File: config.mk
export PLATFORM = sky130hd
export DESIGN_NAME = ppp_top
export DESIGN_NICKNAME = d
export VERILOG_FILES = /design/src/rtl/ppp_pkg.sv /design/src/rtl/ppp_ctrl.sv /design/src/rtl/ppp_latch.sv /design/src/rtl/ppp_top.sv
export SDC_FILE = /design/constraint.sdc
export NUM_CORES = 1
export LEC_CHECK = 0
export ABC_AREA = 1
export BUFFER_PORTS_ARGS = -buffer_cell sky130_fd_sc_hd__buf_4
export CAP_MARGIN = 0
export CELL_PAD_IN_SITES_DETAIL_PLACEMENT = 1
export CELL_PAD_IN_SITES_GLOBAL_PLACEMENT = 1
export CORE_MARGIN = 2
export CORE_UTILIZATION = 30
export CTS_CLUSTER_SIZE = 8
export DETAILED_ROUTE_END_ITERATION = 7
export PLACE_DENSITY = 0.87
export REMOVE_ABC_BUFFERS = 1
export SLEW_MARGIN = 10
export SYNTH_ARGS = -nofsm -noshare
export SYNTH_HDL_FRONTEND = slang
export SYNTH_SLANG_ARGS = --single-unit
File: constraint.sdc
create_clock -name clk -period 1.75 [get_ports clk]
set_input_delay 0.2625 -clock clk [delete_from_list [all_inputs] [get_ports clk]]
set_output_delay 0.2625 -clock clk [all_outputs]
set_load 0.01 [all_outputs]
File: src/rtl/ppp_pkg.sv
package ppp_pkg;
    localparam int DW   = 8;
    localparam int IDXW = $clog2(DW);

    typedef enum logic [1:0] {
        SEL_A    = 2'b00,
        SEL_B    = 2'b01,
        SEL_C    = 2'b10,
        SEL_CTRL = 2'b11
    } sel_e;

    localparam logic [DW-1:0] CFG_RESET     = 8'h9B;
    localparam logic [DW-1:0] CTRL_READBACK = 8'hFF;

    // direction flags: 1 = input
    typedef struct packed {
        logic [1:0] mode_hi;
        logic       a_in;
        logic       ch_in;
        logic       mode_lo;
        logic       b_in;
        logic       cl_in;
    } cfg_t;

    typedef struct packed {
        logic            cfg_wr;
        logic            bit_wr;
        logic [IDXW-1:0] bit_idx;
        logic            bit_val;
    } ctrl_evt_t;

    function automatic cfg_t cfg_from_byte(input logic [DW-1:0] v);
        cfg_t c;
        c.mode_hi = v[6:5];
        c.a_in    = v[4];
        c.ch_in   = v[3];
        c.mode_lo = v[2];
        c.b_in    = v[1];
        c.cl_in   = v[0];
        return c;
    endfunction

    function automatic logic [DW-1:0] dir_mask(input logic is_in);
        return is_in ? '0 : '1;
    endfunction

    // pins where a nibble is input, latch where it is output
    function automatic logic [DW-1:0] split_read(input logic [DW-1:0] pins,
                                                 input logic [DW-1:0] latch,
                                                 input logic hi_in,
                                                 input logic lo_in);
        logic [DW-1:0] r;
        r[DW-1:DW/2] = hi_in ? pins[DW-1:DW/2] : latch[DW-1:DW/2];
        r[DW/2-1:0]  = lo_in ? pins[DW/2-1:0]  : latch[DW/2-1:0];
        return r;
    endfunction
endpackage

File: src/rtl/ppp_ctrl.sv
module ppp_ctrl
    import ppp_pkg::*;
(
    input  logic          clk,
    input  logic          rst,
    input  logic          ctrl_we,
    input  logic [DW-1:0] wdata,
    output cfg_t          cfg,
    output ctrl_evt_t     evt
);
    cfg_t cfg_q;

    always_comb begin
        evt.cfg_wr  = ctrl_we &&  wdata[DW-1];
        evt.bit_wr  = ctrl_we && !wdata[DW-1];
        evt.bit_idx = wdata[IDXW:1];
        evt.bit_val = wdata[0];
    end

    always_ff @(posedge clk) begin
        if (rst)
            cfg_q <= cfg_from_byte(CFG_RESET);
        else if (evt.cfg_wr)
            cfg_q <= cfg_from_byte(wdata);
    end

    assign cfg = cfg_q;
endmodule

File: src/rtl/ppp_latch.sv
module ppp_latch #(
    parameter int W      = 8,
    parameter bit CLR_EN = 1'b1
) (
    input  logic         clk,
    input  logic         rst,
    input  logic         clr,
    input  logic [W-1:0] ld_mask,
    input  logic [W-1:0] ld_data,
    output logic [W-1:0] q
);
    logic [W-1:0] q_r;

    always_ff @(posedge clk) begin
        if (rst)
            q_r <= '0;
        else if (CLR_EN && clr)
            q_r <= '0;
        else
            q_r <= (q_r & ~ld_mask) | (ld_data & ld_mask);
    end

    assign q = q_r;
endmodule

File: src/rtl/ppp_top.sv
module ppp_top
    import ppp_pkg::*;
#(
    parameter bit COMPAT = 1'b0
) (
    input  logic       clk,
    input  logic       rst,
    input  logic       bus_sel,
    input  logic       bus_wr,
    input  logic [1:0] bus_addr,
    input  logic [7:0] bus_wdata,
    output logic [7:0] bus_rdata,
    input  logic [7:0] pa_pins,
    output logic [7:0] pa_out,
    output logic [7:0] pa_oe,
    input  logic [7:0] pb_pins,
    output logic [7:0] pb_out,
    output logic [7:0] pb_oe,
    input  logic [7:0] pc_pins,
    output logic [7:0] pc_out,
    output logic [7:0] pc_oe
);
    localparam bit CLEAR_ON_CFG = !COMPAT;

    sel_e      sel;
    logic      we_a, we_b, we_c, we_ctrl;
    cfg_t      cfg;
    ctrl_evt_t evt;
    logic      a_in, b_in, cl_in, ch_in;
    logic [DW-1:0] c_mask, c_data;

    assign sel     = sel_e'(bus_addr);
    assign we_a    = bus_sel && bus_wr && (sel == SEL_A);
    assign we_b    = bus_sel && bus_wr && (sel == SEL_B);
    assign we_c    = bus_sel && bus_wr && (sel == SEL_C);
    assign we_ctrl = bus_sel && bus_wr && (sel == SEL_CTRL);

    ppp_ctrl u_ctrl (
        .clk    (clk),
        .rst    (rst),
        .ctrl_we(we_ctrl),
        .wdata  (bus_wdata),
        .cfg    (cfg),
        .evt    (evt)
    );

    // effective directions; mode fields are never consulted
    assign a_in = cfg.a_in;
    generate
        if (COMPAT) begin : g_fixed_dirs
            assign b_in  = 1'b1;
            assign cl_in = 1'b0;
            assign ch_in = 1'b0;
        end else begin : g_prog_dirs
            assign b_in  = cfg.b_in;
            assign cl_in = cfg.cl_in;
            assign ch_in = cfg.ch_in;
        end
    endgenerate

    ppp_latch #(.W(DW), .CLR_EN(CLEAR_ON_CFG)) u_lat_a (
        .clk(clk), .rst(rst), .clr(evt.cfg_wr),
        .ld_mask({DW{we_a}}), .ld_data(bus_wdata), .q(pa_out)
    );

    ppp_latch #(.W(DW), .CLR_EN(CLEAR_ON_CFG)) u_lat_b (
        .clk(clk), .rst(rst), .clr(evt.cfg_wr),
        .ld_mask({DW{we_b}}), .ld_data(bus_wdata), .q(pb_out)
    );

    always_comb begin
        if (we_c) begin
            c_mask = '1;
            c_data = bus_wdata;
        end else if (evt.bit_wr) begin
            c_mask = DW'(1) << evt.bit_idx;
            c_data = {DW{evt.bit_val}};
        end else begin
            c_mask = '0;
            c_data = '0;
        end
    end

    ppp_latch #(.W(DW), .CLR_EN(CLEAR_ON_CFG)) u_lat_c (
        .clk(clk), .rst(rst), .clr(evt.cfg_wr),
        .ld_mask(c_mask), .ld_data(c_data), .q(pc_out)
    );

    assign pa_oe = dir_mask(a_in);
    assign pb_oe = dir_mask(b_in);
    assign pc_oe = {dir_mask(ch_in)[DW-1:DW/2], dir_mask(cl_in)[DW/2-1:0]};

    always_comb begin
        bus_rdata = '0;
        if (bus_sel && !bus_wr) begin
            unique case (sel)
                SEL_A:    bus_rdata = a_in ? pa_pins : pa_out;
                SEL_B:    bus_rdata = b_in ? pb_pins : pb_out;
                SEL_C:    bus_rdata = split_read(pc_pins, pc_out, ch_in, cl_in);
                default:  bus_rdata = CTRL_READBACK;
            endcase
        end
    end
endmodule

Yosys cells after proc, flatten, opt, wreduce, memory -nomap -nowiden
Cells that the tools add are included.

storage, ports and cells
  bits in registers = 28
  bits in latches = 0
  RAM bits = 0
  ROM bits = 0
  input port bits = 38
  output and inout bits = 56
  logic and storage cells = 49
  memories kept = 0

operators by class
  add/subtract/negate cells = 0
  $mul = 0
  div/mod/pow operators = 0
  order comparisons = 0
  equal/unequal tests = 3
  shift-type cells = 1
  multiplexer cells = 14
  bitwise operators = 12
  reductions and logical operators = 12

operators with widths
  kind                                                 number
  2-to-1 mux 8 bit                                     10
  bitwise AND 8 bit                                    6
  NOT 8 bit                                            3
  OR 8 bit                                             3
  case mux 8 bit (3 select lines)                      1
  2-to-1 mux 4 bit                                     3
  logical AND 1 bit                                    8
  << shifter 1 x 3 -> 8 bit, first input constant      1
  equality test 2 bit, second input constant           2
  equality test 2 x 1 -> 1 bit, second input constant  1
  zero test 1 bit                                      2
  zero test 2 bit                                      1
  OR reduction 2 bit                                   1

Longest topological paths before layout
  word-level depth = 8
  mapped depth = 8
  mapped depth without buffers = 8

Hierarchy
From an unflattened synthesis, not the netlist that was laid out.

second synthesis, totals
  cell total of the unflattened synthesis = 409
  area total of the unflattened synthesis = 2275.9 um^2

by module, submodules not included
  module     times used  cells an instance  area each (um^2)  sequential area each (um^2)
  ppp_top    1           218                997.2             0.0
  ppp_latch  3           49                 321.6             160.2
  ppp_ctrl   1           44                 314.1             140.1

Worst setup path after synthesis
Ideal clock, no wire load.

  kind = reg-to-output
  start = reg u_ctrl.cfg_q (netlist bit u_ctrl.cfg[1])
  end = out bus_rdata[6]
  arrival time = 1.232 ns
  data required time = 1.487 ns
  path slack = 0.255 ns
  cell stages (with the launch flop) = 7
  cells stage by stage = dfxtp_1 -> buf_2 -> clkinv_1 -> o211ai_1 -> nand2_1 -> nor2_1 -> nor2_1

between the ends
  longest elaborated chain between the ends = 3

RTL lines
  what                             line            RTL
  from (decl)                      ppp_ctrl.sv:11  cfg_t cfg_q;
  from (signal assigned)           ppp_ctrl.sv:22  cfg_q <= cfg_from_byte(CFG_RESET);
  from (signal assigned)           ppp_ctrl.sv:24  cfg_q <= cfg_from_byte(wdata);
  2-to-1 mux 8 bit                 ppp_top.sv:98   SEL_B: bus_rdata = b_in ? pb_pins : pb_out;
  case mux 8 bit (3 select lines)  ppp_top.sv:96   unique case (sel)
  2-to-1 mux 8 bit                 ppp_top.sv:95   if (bus_sel && !bus_wr) begin
  to (decl)                        ppp_top.sv:12   output logic [7:0] bus_rdata,

No other way between the ends.

Worst setup path after layout
  start = reg u_ctrl.cfg_q (netlist bit u_ctrl.cfg[4])
  end = out bus_rdata[1]

between the ends
  longest elaborated chain between the ends = 3

RTL lines
  what                             line           RTL
  2-to-1 mux 8 bit                 ppp_top.sv:97  SEL_A: bus_rdata = a_in ? pa_pins : pa_out;
  case mux 8 bit (3 select lines)  ppp_top.sv:96
  2-to-1 mux 8 bit                 ppp_top.sv:95

No other way between the ends.

==> results.py <==
metrics = {
    "outcome": {
        "outcome": "completed",
    },
    "global_routing": {
        "antenna_found_initial": 0,
        "grt_pass1_vias": 2330,
        "grt_max_degree": 19,
        "gr-total-overflow": 0,
        "grt_pass1_wl_microns": 11500,
        "grt_use_total": 0.198,
    },
    "critical_path": {
        "ff2ff_path_depth": 3,
        "required_ns": 1.49,
        "critical_path_class": "flop to output pin",
        "regToRegEndpoint": "u_ctrl.cfg[4]",
        "r2r-start": "u_ctrl.cfg[4]",
        "r2r_slack_ns": 0.94,
        "crit_path_start_kind": "flop",
        "path_max_fanout": 16,
        "cp.arrival_ns": 1.40,
        "crit_path_end_kind": "output pin",
    },
    "power": {
        "pwr-share-comb": 0.228,
        "powerDensity_nw_per_um2": 577,
        "p_switching_uw": 445,
        "p_int_uw": 1120,
        "p_leak_uw": 0.00147,
        "peakVddDrop_v": 0.000314,
        "switching_share": 0.284,
        "seqPwrFrac": 0.426,
        "pwr-share-clk": 0.345,
    },
    "sta": {
        "tightest_slew_ns": 0.420,
        "tns_ns": 0,
        "fmax_mhz": 602,
        "setup_slack_ns": 0.0880,
        "max-slew-margin-rel": 0.719,
        "post-route-period-util": 0.950,
        "finClkSkew_ns": 0,
        "min_period_ns": 1.66,
        "finalHoldViolCount": 0,
        "drv_slew": 0,
        "setup-violations-final": 0,
    },
    "floorplanning": {
        "row_count": 29,
        "ios": 94,
        "dieArea_sq_um": 7090,
        "die_w_microns": 84.2,
        "fp.dieH_microns": 84.2,
        "core_area_sq_um": 6280,
        "start_util": 0.307,
    },
    "clock_tree": {
        "path_clk_slew_ns": 0.11,
        "h-tree-depth": 1,
        "clock-sinks": 28,
        "clockRootBuffer": "clkbuf_8",
        "cts_buffer_depth": 2,
        "clk_latency_ns": 0.29,
        "cts_tree": "done",
        "numCtsBuffers": 3,
    },
    "synthesis": {
        "synth_mux_area_frac": 0,
        "yosys-top-cells-count": "nand2_1, nor2_1, dfxtp_1, inv_1, nand3_1",
        "synth_xor_area_frac": 0,
        "ys_dominant_reg_cell": "dfxtp_1",
        "synth_compound_area_frac": 0.156,
        "synthSimpleGateAreaFrac": 0.381,
        "syn-cell-area_sq_um": 1930,
        "synth_most_common_cell": "nand2_1",
        "synthDistinctLibCells": 24,
        "synthCells": 313,
        "synth_top_family_by_area": "simple AND/OR/NAND/NOR gates",
        "avgSynthCellArea_sq_um": 6.16,
        "synthArstFlopShare": 0,
        "synth_fa_ha_area_frac": 0,
        "yosysSeqAreaShare": 0.291,
        "synth_top_cells_by_area": "dfxtp_1, nand2_1, buf_4",
        "yosysTopAreaCellShare": 0.291,
        "yosys_warnings": 0,
        "yosysTopAreaCell": "dfxtp_1",
        "synth_edf_count": 0,
        "ys_ff_latch": 28,
    },
    "hold_path": {
        "worstHoldStart": "bus_wdata[0]",
        "hp-class": "input pin to flop",
        "min_path_cells": 3,
    },
    "cells_and_area": {
        "nNetsFinal": 429,
        "fillers": 860,
        "syn2layout_area_growth_pct": 40.9,
        "antenna_cells": 0,
        "drive_gt1_frac": 0.326,
        "utilization": 0.433,
    },
    "placement": {
        "portBuffers": 93,
        "pre_cts_ws_ns": -0.267,
        "post-dp-hpwl_microns": 5490,
        "gp_congestion": 0.840,
    },
    "detailed_routing": {
        "vias": 2341,
        "top_layer": "met4",
        "drt_first_pass_iters": 4,
        "antenna_left": 0,
        "drc": 0,
        "wl_met1_microns": 3130,
        "met3WireLength_microns": 454,
        "drt_iter0_drc": 118,
        "vias_per_cell": 5.01,
        "routed_wl_microns": 7080,
        "post_drt_wl_per_cell_microns": 15.1,
        "dr_wl_met2_microns": 3440,
    },
    "flow_run": {
        "maxCapViolCount": 0,
    },
}
[power by group through the flow]
stage | registers, uW | logic [uW] | clock network (uW)
floorplan | 687 | 150 | 0
global placement | 685 | 337 | 0
detailed placement | 685 | 346 | 0
CTS | 670 | 350 | 542
global route | 671 | 394 | 568
finish | 669 | 358 | 541
[kinds of logic after synthesis]
kind of cell,after synthesis
and+or+nand+nor,173
AOI/OAI and AO/OA,50
DFF,28
buffers and inverters,62
[how the worst max path moves through the flow]
stage | start | endpoint
finish | u_ctrl.cfg[4] | bus_rdata[1]
global route | u_ctrl.cfg[4] | bus_rdata[7]
CTS | u_ctrl.cfg[0] | bus_rdata[2]
detailed placement | bus_addr[1] | flop
global placement | bus_addr[1] | flop
floorplan | u_ctrl.cfg[1] | bus_rdata[6]
[layout by cell type (no fill, tap or decap), types with 6 or more instances in the layout]
master	count
buf_4	101
a31oi_1	7
inv_1	26
nand2_1	95
nand3_1	25
nor2_1	40
a21oi_1	14
o21ai_0	15
o211ai_1	6
dfxtp_1	26
[cell type report]
| cell class | instances | area [sq um] | share of cell area |
|---|---|---|---|
| clock inverters | 1 | 30.0 | 0.0110 |
| repair buffers | 102 | 778 | 0.286 |
| clock buffers | 3 | 41.3 | 0.0152 |
| inverters | 33 | 136 | 0.0502 |
| multi-input cells | 223 | 1070 | 0.393 |
| flip-flops and latches | 28 | 568 | 0.209 |
| well taps | 77 | 96.3 | 0.0355 |
[critical path, stage by stage, from the launching register on]
cell	delay, ns
dfxtp_4	0.41
inv_6	0.08
o21ai_0	0.23
o2bb2ai_2	0.10
nor2_1	0.10
nor2_1	0.05
buf_4	0.15
[per-stage QoR]
stage / std cells / instance area (sq um) / hold WS, ns / power [uW]
3_5_place_dp: 460 / 2570 / 0.489 / 1030
4_1_cts: 464 / 2660 / 0.229 / 1560
6_report: 467 / 2720 / 0.219 / 1570
5_1_grt: 467 / 2720 / 0.231 / 1630
3_3_place_gp: 460 / 2570 / 0.481 / 1020
2_1_floorplan: 284 / 1720 / 0.394 / 837
[repair_timing]
item	4_1_cts	5_1_grt
endpoints found under the setup margin	8	6
pin swaps	0	4
buffers inserted	0	3
hold buffers	0	0
hold endpoints to repair	0	0
resized for setup	8	9
[routing by layer]
layer	vias to the layer above	track usage
li1	1137	-
met1	1114	0.262
met2	85	0.342
met3	5	0.0324
met4	0	0.0352
met5	-	0
(Power assumes the default switching activity.)
